### src/rtl/disp_clk_timer.sv
module disp_clk_timer #(
  parameter int DIV   = 8,
  parameter int FRAME = 512
) (
  input  logic                     clk,
  input  logic                     rst_n,
  input  logic                     ext_tick,
  input  logic                     int_tick,
  input  logic                     use_ext,
  input  logic                     prescale,
  output logic                     osc_out,
  output logic                     disp_en,
  output logic [$clog2(FRAME)-1:0] pos,
  output logic                     frame_end
);
  localparam int DW = $clog2(DIV);
  localparam int PW = $clog2(FRAME);

  logic [DW-1:0] div_q;

  wire src_tick = use_ext ? ext_tick : int_tick;
  wire div_on   = use_ext & prescale;
  wire div_last = (div_q == DW'(DIV - 1));
  wire fire     = src_tick & (~div_on | div_last);
  wire wrap     = (pos == PW'(FRAME - 1));

  assign osc_out = src_tick;

  always_ff @(posedge clk or negedge rst_n) begin
    if (!rst_n)        div_q <= '0;
    else if (!div_on)  div_q <= '0;
    else if (ext_tick) div_q <= div_last ? '0 : div_q + DW'(1);
  end

  always_ff @(posedge clk or negedge rst_n) begin
    if (!rst_n) begin
      disp_en   <= 1'b0;
      frame_end <= 1'b0;
      pos       <= '0;
    end else begin
      disp_en   <= fire;
      frame_end <= fire & wrap;
      if (fire) pos <= wrap ? '0 : pos + PW'(1);
    end
  end
endmodule

### config.mk
export PLATFORM = sky130hd
export DESIGN_NAME = disp_clk_timer
export DESIGN_NICKNAME = d
export VERILOG_FILES = /design/src/rtl/disp_clk_timer.sv
export SDC_FILE = /design/constraint.sdc
export NUM_CORES = 1
export LEC_CHECK = 0
export CAP_MARGIN = 20
export CORE_MARGIN = 2
export CORE_UTILIZATION = 51
export CTS_BUF_LIST = sky130_fd_sc_hd__clkbuf_4 sky130_fd_sc_hd__clkbuf_8 sky130_fd_sc_hd__clkbuf_16
export DETAILED_ROUTE_END_ITERATION = 7
export PLACE_DENSITY = 0.8
export SLEW_MARGIN = 30
export SYNTH_ARGS = -nofsm -noshare
export SYNTH_HDL_FRONTEND = slang
export SYNTH_SLANG_ARGS = --single-unit
### constraint.sdc
create_clock -name clk -period 3.7 [get_ports clk]
set_input_delay 0.74 -clock clk [delete_from_list [all_inputs] [get_ports clk]]
set_output_delay 0.74 -clock clk [all_outputs]
set_load 0.05 [all_outputs]
==> results of run 1 <==
[registers in the layout, summed over array words and instances, names as in the netlist]
signal,count
pos,9
div_q,3
disp_en,1
frame_end,1
[layer usage]
layer / GRT usage [%] / routed length, um
met5: 0 / 0
met3: 7.33 / 95
met4: 7.50 / 14
met1: 23.2 / 690
met2: 28.9 / 666
[cell families after synthesis]
logic type                 Yosys count  synth area share (%)
and+or+nand+nor                     30                  22.0
DFF                                 14                  46.7
muxes                                4                  5.51
adders and majority gates            5                  8.35
buffers and inverters                4                  3.00
AOI/OAI and AO/OA                   16                  14.4
[cell usage after synthesis (all sizes together)]
cell type / count
a21o: 1
a21oi: 1
a221o: 1
a32o: 1
a41oi: 1
and2: 2
and3: 1
buf: 2
clkinv: 1
dfrtp: 14
ha: 5
inv: 1
mux2: 1
mux2i: 3
nand2: 6
nand2b: 4
nand3: 3
nand4: 2
nor2: 7
nor2b: 2
nor3: 2
nor4: 1
o21a: 1
o21ai: 7
o31ai: 3
[power by group]
group          switching, mW  internal (mW)
logic                  0.165         0.0876
clock network         0.0443         0.0377
registers             0.0444          0.182
total                  0.253          0.307
[final cells by class]
type / instances / area (um^2) / area share (%)
Multi-Input combinational cell: 55 / 377 / 39.8
Tap cell: 15 / 18.8 / 1.98
Inverter: 2 / 7.51 / 0.794
Timing Repair Buffer: 17 / 170 / 18.0
Sequential cell: 14 / 350 / 37.0
Clock buffer: 3 / 22.5 / 2.38
[path summary, 6_finish.rpt]
path | start | cells past startpoint | to
max | ext_tick | 4 | osc_out
min | pos[6]$_DFFE_PN0P_ | 1 | pos[6]$_DFFE_PN0P_
max reg2reg | div_q[0]$_DFFE_PN0P_ | 6 | pos[8]$_DFFE_PN0P_
min reg2reg | pos[6]$_DFFE_PN0P_ | 1 | pos[6]$_DFFE_PN0P_
max in group asynchronous | rst_n | 1 | pos[0]$_DFFE_PN0P_
min in group asynchronous | rst_n | 1 | frame_end$_DFF_PN0_
[metrics by stage]
step / instance area, um^2 / instances / utilization, % / setup slack (ns)
after detailed placement: 923 / 103 / 69.2 / 0.668
after CTS: 946 / 106 / 70.9 / 0.685
final: 946 / 106 / 70.9 / 0.685
after global routing: 946 / 106 / 70.9 / 0.625
after global placement: 923 / 103 / 69.2 / 0.711
after floorplan: 749 / 73 / - / 1.58
[critical path, delay by kind of cell]
family / cells / cell delay, ns
and+or+nand+nor: 2 / 0.15
buffers and inverters: 2 / 1.38
==> results.tsv, run 1 <==
stage	metric	value	unit
run_status	run_status	finished, final reports clean	
cts	cts_tree	done	
pwr	power-per-cell-area	593	nW/um^2
pwr	vdd_ir_drop_max	0.428	mV
critical_path	timing.critical_path.cells	clkdlybuf4s50_1 -> nand2_2 -> nand2_1 -> clkdlybuf4s50_1	
floorplan	placementRows	13	
cts	cts_buffers	3	
floorplan	total_die_area	1790	um^2
sta	final_hold_viol_count	0	
cts	ctsLongestPathBuffers	2	
placement	port_buffers	17	
synth	synth_seq_area_share	46.7	%
route	drt-pass1-iter-count	5	
floorplan	starting_density	56.2	%
floorplan	die-height	42.3	um
critical_path	data_arrival_critical_path	2.27	ns
sta	period_needed	3.01	ns
synth	yosysUniqueCellTypes	28	
sta	final-max-slew-violation-count	0	
critical_path	critical_path.startpoint_type	input pin	
cts	clock_latency	0.27	ns
floorplan	dieWidth	42.3	um
critical_path	cp.required	2.96	ns
pwr	power.static_leakage	0.409	nW
sta	fmaxAchievable	332	MHz
sta	worst_clock_skew	0.00226	ns
sta	final.period_utilization	81.5	%
synth	synthesis.area_per_instance	10.3	um^2
route	postRouteAntennaNets	0	
cts	postCtsSetupBuffers	0	
grt	grt_antenna_before_repair	0	
grt	groute.usage.overall	18.7	%
critical_path	cpPeakStageDelay	0.79	ns
synth	yosysWarningCount	0	
grt	grt_first_pass_wirelength	2.50	mm
final_layout	mostFrequentLayoutCells	sky130_fd_sc_hd__clkdlybuf4s50_1 (17), sky130_fd_sc_hd__dfrtp_1 (14), sky130_fd_sc_hd__nor2_1 (7), sky130_fd_sc_hd__o21ai_0 (7)	
cts	clock_pin_slew_on_the_worst_setup_and_hold_paths	0.08	ns
cts	cts-hold-fix-buffers	0	
synth	cell_area_after_technology_mapping	749	um^2
sta	tightestPinTransition	0.616	ns
synth	synthesis_stage_register_bit_count	14	
critical_path	worstSetupEndpointType	output port	
pwr	post-layout-total-power	0.561	mW
sta	setup_repair_after_global_routing_missed_its_margin	no	
placement	globalplace.congestion	0.759	
synth	yosys.area.top_type_share	46.7	%
final_layout	finish.net_count	104	
route	drt-total-wl	1.47	mm
final_layout	post_route_cells_drive_above_1_share	8.79	%
job	drv.max_cap_violation_count	0	
route	num_vias	601	
sta	setup_viol	0	
route	post_drt_via_cell_ratio	5.67	
final_layout	fillers	108	
critical_path	worst-r2r-setup-slack	1.69	ns
placement	detailedPlacementHpwl	1.11	mm
critical_path	critical_path.most_common_cell	sky130_fd_sc_hd__clkdlybuf4s50_1	
route	drt_drc_violations_left	0	
grt	number_of_global_route_vias_before_repair	564	
cts	post_cts_resize_count	0	
sta	max_slew_margin	58.8	%
critical_path	critical_path_class	input pin to output port	
floorplan	io_pins	18	
route	wl_per_cell	13.8	um
final_layout	syn2layout_area_growth	26.2	%
synth	synth_nets	84	
cts	cts_root_buf	sky130_fd_sc_hd__clkbuf_4	
synth	syn_inst	73	
cts	cts-htree-levels	1	
sta	finalHoldWorstSlack	0.506	ns
final_layout	layout_commonest_cell	sky130_fd_sc_hd__clkdlybuf4s50_1	
grt	maximum_number_of_pins_on_one_net_before_global_route_repair	15	
synth	ys_top_cells_by_area	sky130_fd_sc_hd__dfrtp_1 (47%), sky130_fd_sc_hd__ha_1 (8.3%), sky130_fd_sc_hd__o21ai_0 (4.7%), sky130_fd_sc_hd__mux2i_1 (4.0%), sky130_fd_sc_hd__nor2_1 (3.5%)	
cts	cts.sinks	14	
floorplan	fp.coreArea	1330	um^2
synth	synth_area_leader_cell	sky130_fd_sc_hd__dfrtp_1	
grt	globalRouteOverflowTotal	0	
critical_path	slowest_stage	sky130_fd_sc_hd__clkdlybuf4s50_1	
final_layout	antenna_cells_inserted	0	
critical_path	largest_fanout_of_any_net_on_the_critical_path	4	
sta	finalSetupTns	0	ns
worst_hold_path	min-delay-path-class	register to register	
route	drt-initial-drc-count	26	
No activity file was read; power rests on OpenSTA's default activity.
==> run 2, diff against run 1 <==
Settings changed: CORE_UTILIZATION 51 to 42, PLACE_DENSITY 0.8 to 0.7.
Clock period 3.7 ns to 2.6 ns, I/O delays scaled along.
==> run 2 against run 1 <==
Against the previous run: global-route usage decreased by 1.3 points; utilization is 13 points lower; cell count rose by 10%; hold slack improved by 0.033 ns; highest routed layer unchanged; clock skew fell by 0.0012 ns; count of clock-buffer cells in the layout rose by 1; register-to-register slack lost 1.1 ns; combinational power grew 44%; design area is 3.8% higher; critical path depth fell by 3.
==> results.tsv, run 2 (same netlist as run 1, synthesis figures left out) <==
stage	metric	value	unit	change
cts	postCtsSetupBuffers	0		unchanged
pwr	power.static_leakage	0.421	nW	+3.1%
worst_hold_path	min-delay-path-class	register to register		
grt	groute.usage.overall	17.3	%	-1.3 points
cts	clock_latency	0.28	ns	about the same
floorplan	io_pins	18		unchanged
cts	post_cts_resize_count	0		unchanged
cts	ctsLongestPathBuffers	2		unchanged
route	postRouteAntennaNets	0		unchanged
critical_path	crit-reg2reg-launch	div_q[0]$_DFFE_PN0P_		
final_layout	multiInputGateArea	377	um^2	unchanged
sta	tightestPinTransition	0.615	ns	-0.00101 ns
critical_path	path_buf_inv	1		-1
cts	cts-htree-levels	1		unchanged
final_layout	mostFrequentLayoutCells	sky130_fd_sc_hd__clkdlybuf4s50_1 (16), sky130_fd_sc_hd__dfrtp_1 (14), sky130_fd_sc_hd__nor2_1 (7), sky130_fd_sc_hd__o21ai_0 (7)		
grt	globalRouteOverflowTotal	0		unchanged
placement	globalplace.congestion	0.834		+9.9%
critical_path	critical_path.startpoint_type	register		
sta	period_needed	2.17	ns	
placement	detailedPlacementHpwl	1.10	mm	-1.1%
worst_hold_path	hold_path.startpoint	div_q[2]$_DFFE_PN0P_		
floorplan	dieWidth	46.2	um	+9.2%
worst_hold_path	hold_depth	2		+1
final_layout	regMostFlops	pos		
sta	setup_ws	0.434	ns	-0.252 ns
sta	max_slew_margin	58.9	%	+0.067 points
run_status	run_status	finished, final reports clean		
critical_path	critical_path_class	register to output port		
sta	fmaxAchievable	462	MHz	
sta	final.period_utilization	83.3	%	
critical_path	worst_r2r_endpoint	pos[8]$_DFFE_PN0P_		
sta	setup_viol	0		unchanged
route	drt-total-wl	1.48	mm	+0.75%
critical_path	slowest_stage	sky130_fd_sc_hd__clkdlybuf4s50_1		
route	wl_per_cell	12.6	um	-8.7%
critical_path	timing.critical_path.cells	clkdlybuf4s50_1		
critical_path	path_depth	1		-3
route	post_drt_via_cell_ratio	5.40		-4.7%
grt	maximum_number_of_pins_on_one_net_before_global_route_repair	15		unchanged
pwr	vdd_ir_drop_max	0.636	mV	+49%
final_layout	finish.net_count	104		unchanged
final_layout	antenna_cells_inserted	0		unchanged
worst_hold_path	holdPathEnd	div_q[2]$_DFFE_PN0P_		
final_layout	instances_no_fill	117		+10%
final_layout	layout_commonest_cell	sky130_fd_sc_hd__clkdlybuf4s50_1		
pwr	power-per-cell-area	855	nW/um^2	+44%
final_layout	ff_latch_area	350	um^2	unchanged
route	num_vias	632		+5.2%
floorplan	die-height	46.2	um	+9.2%
placement	placement.setup.worst_slack	0.316	ns	-0.352 ns
critical_path	r2r.worst_path.cells	6		unchanged
grt	grt_first_pass_wirelength	2.61	mm	+4.4%
sta	final_hold_viol_count	0		unchanged
cts	cts_buffers	3		unchanged
cts	cts.sinks	14		unchanged
final_layout	post_route_cells_drive_above_1_share	10.9	%	+2.1 points
critical_path	worstSetupEndpointType	output port		
route	drt_drc_violations_left	0		unchanged
critical_path	cp_top_family	buffers and inverters		
floorplan	starting_density	43.9	%	-12 points
sta	final-max-slew-violation-count	0		unchanged
final_layout	largest_register_ffs	9		unchanged
cts	cts_tree	done		
sta	finalSetupTns	0	ns	unchanged
critical_path	data_arrival_critical_path	1.65	ns	-0.62 ns
grt	grt_antenna_before_repair	0		unchanged
floorplan	fp.coreArea	1710	um^2	+28%
critical_path	cp.required	2.08	ns	-0.88 ns
pwr	post-layout-total-power	0.840	mW	+50%
cts	cts_root_buf	sky130_fd_sc_hd__clkbuf_4		
route	drt-initial-drc-count	13		-50%
cts	cts-hold-fix-buffers	0		unchanged
cts	clock_pin_slew_on_the_worst_setup_and_hold_paths	0.08	ns	about the same
final_layout	fillers	149		+38%
floorplan	total_die_area	2140	um^2	+19%
route	drt-pass1-iter-count	4		-1
final_layout	biggest_registers_after_layout	pos x9, div_q x3		
floorplan	placementRows	15		+2
critical_path	worst_setup_path_startpoint	pos[2]$_DFFE_PN0P_		
sta	worst_clock_skew	0.00104	ns	-0.00123 ns
critical_path	worst-r2r-setup-slack	0.62	ns	-1.07 ns
final_layout	syn2layout_area_growth	31.1	%	
critical_path	largest_fanout_of_any_net_on_the_critical_path	9		+5
critical_path	cpPeakStageDelay	0.87	ns	+0.08 ns
job	drv.max_cap_violation_count	0		unchanged
placement	dpl.cell_count	113		+9.7%
grt	number_of_global_route_vias_before_repair	581		+3.0%
sta	setup_repair_after_global_routing_missed_its_margin	no		
placement	port_buffers	17		unchanged
run 2: cell types whose count changed in the layout (fill, tap and decap cells not counted):
| cell | before | now |
|---|---|---|
| sky130_fd_sc_hd__buf_12 | 0 | 1 |
| sky130_fd_sc_hd__clkbuf_8 | 0 | 1 |
| sky130_fd_sc_hd__clkdlybuf4s50_1 | 17 | 16 |
run 2: cell type report:
class | instances | area share, %
multi-input combinational | 55 | 38.3
sequential | 14 | 35.7
inverter | 2 | 0.764
tap | 25 | 3.18
timing repair buffer | 17 | 18.3
clock buffer | 4 | 3.69
run 2: routing by layer:
| layer | GRT usage, % | up-vias | part of all wire [%] |
|---|---|---|---|
| li1 | - | 304 | - |
| met1 | 22.6 | 304 | 43 |
| met2 | 28.6 | 19 | 50 |
| met3 | 2.75 | 5 | 4.8 |
| met4 | 6.86 | 0 | 2.2 |
| met5 | 0 | - | 0 |
run 2: worst reg2reg max path, stage by stage, from the launching register on:
cell and delay (ns):
sky130_fd_sc_hd__dfrtp_1 0.40, sky130_fd_sc_hd__ha_1 0.20, sky130_fd_sc_hd__ha_1 0.19, sky130_fd_sc_hd__nor2b_1 0.12, sky130_fd_sc_hd__o21a_1 0.35, sky130_fd_sc_hd__clkinv_1 0.29
sky130_fd_sc_hd__mux2_2 0.33
run 2: worst max path at each step:
stage,endpoint,slack [ns]
after floorplan,pos[4]$_DFFE_PN0P_,0.48
after global placement,pos[8]$_DFFE_PN0P_,0.37
after detailed placement,pos[8]$_DFFE_PN0P_,0.32
after CTS,pos[2],0.44
after global routing,pos[2],0.36
final,pos[2],0.43
run 2: metrics by stage:
| stage | area [um^2] | utilization (%) | hold slack [ns] |
|---|---|---|---|
| after detailed placement | 946 | 55.4 | 0.526 |
| after CTS | 982 | 57.5 | 0.542 |
| after global routing | 982 | 57.5 | 0.560 |
| after floorplan | 749 | - | 0.224 |
| final | 982 | 57.5 | 0.538 |
| after global placement | 946 | 55.4 | 0.519 |
run 2: power by group:
group,leakage [nW],switching [mW],total [mW],internal (mW)
clock,0.0210,0.0695,0.155,0.0852
combinational,0.222,0.237,0.364,0.127
sequential,0.178,0.0620,0.321,0.259
total,0.421,0.369,0.840,0.472
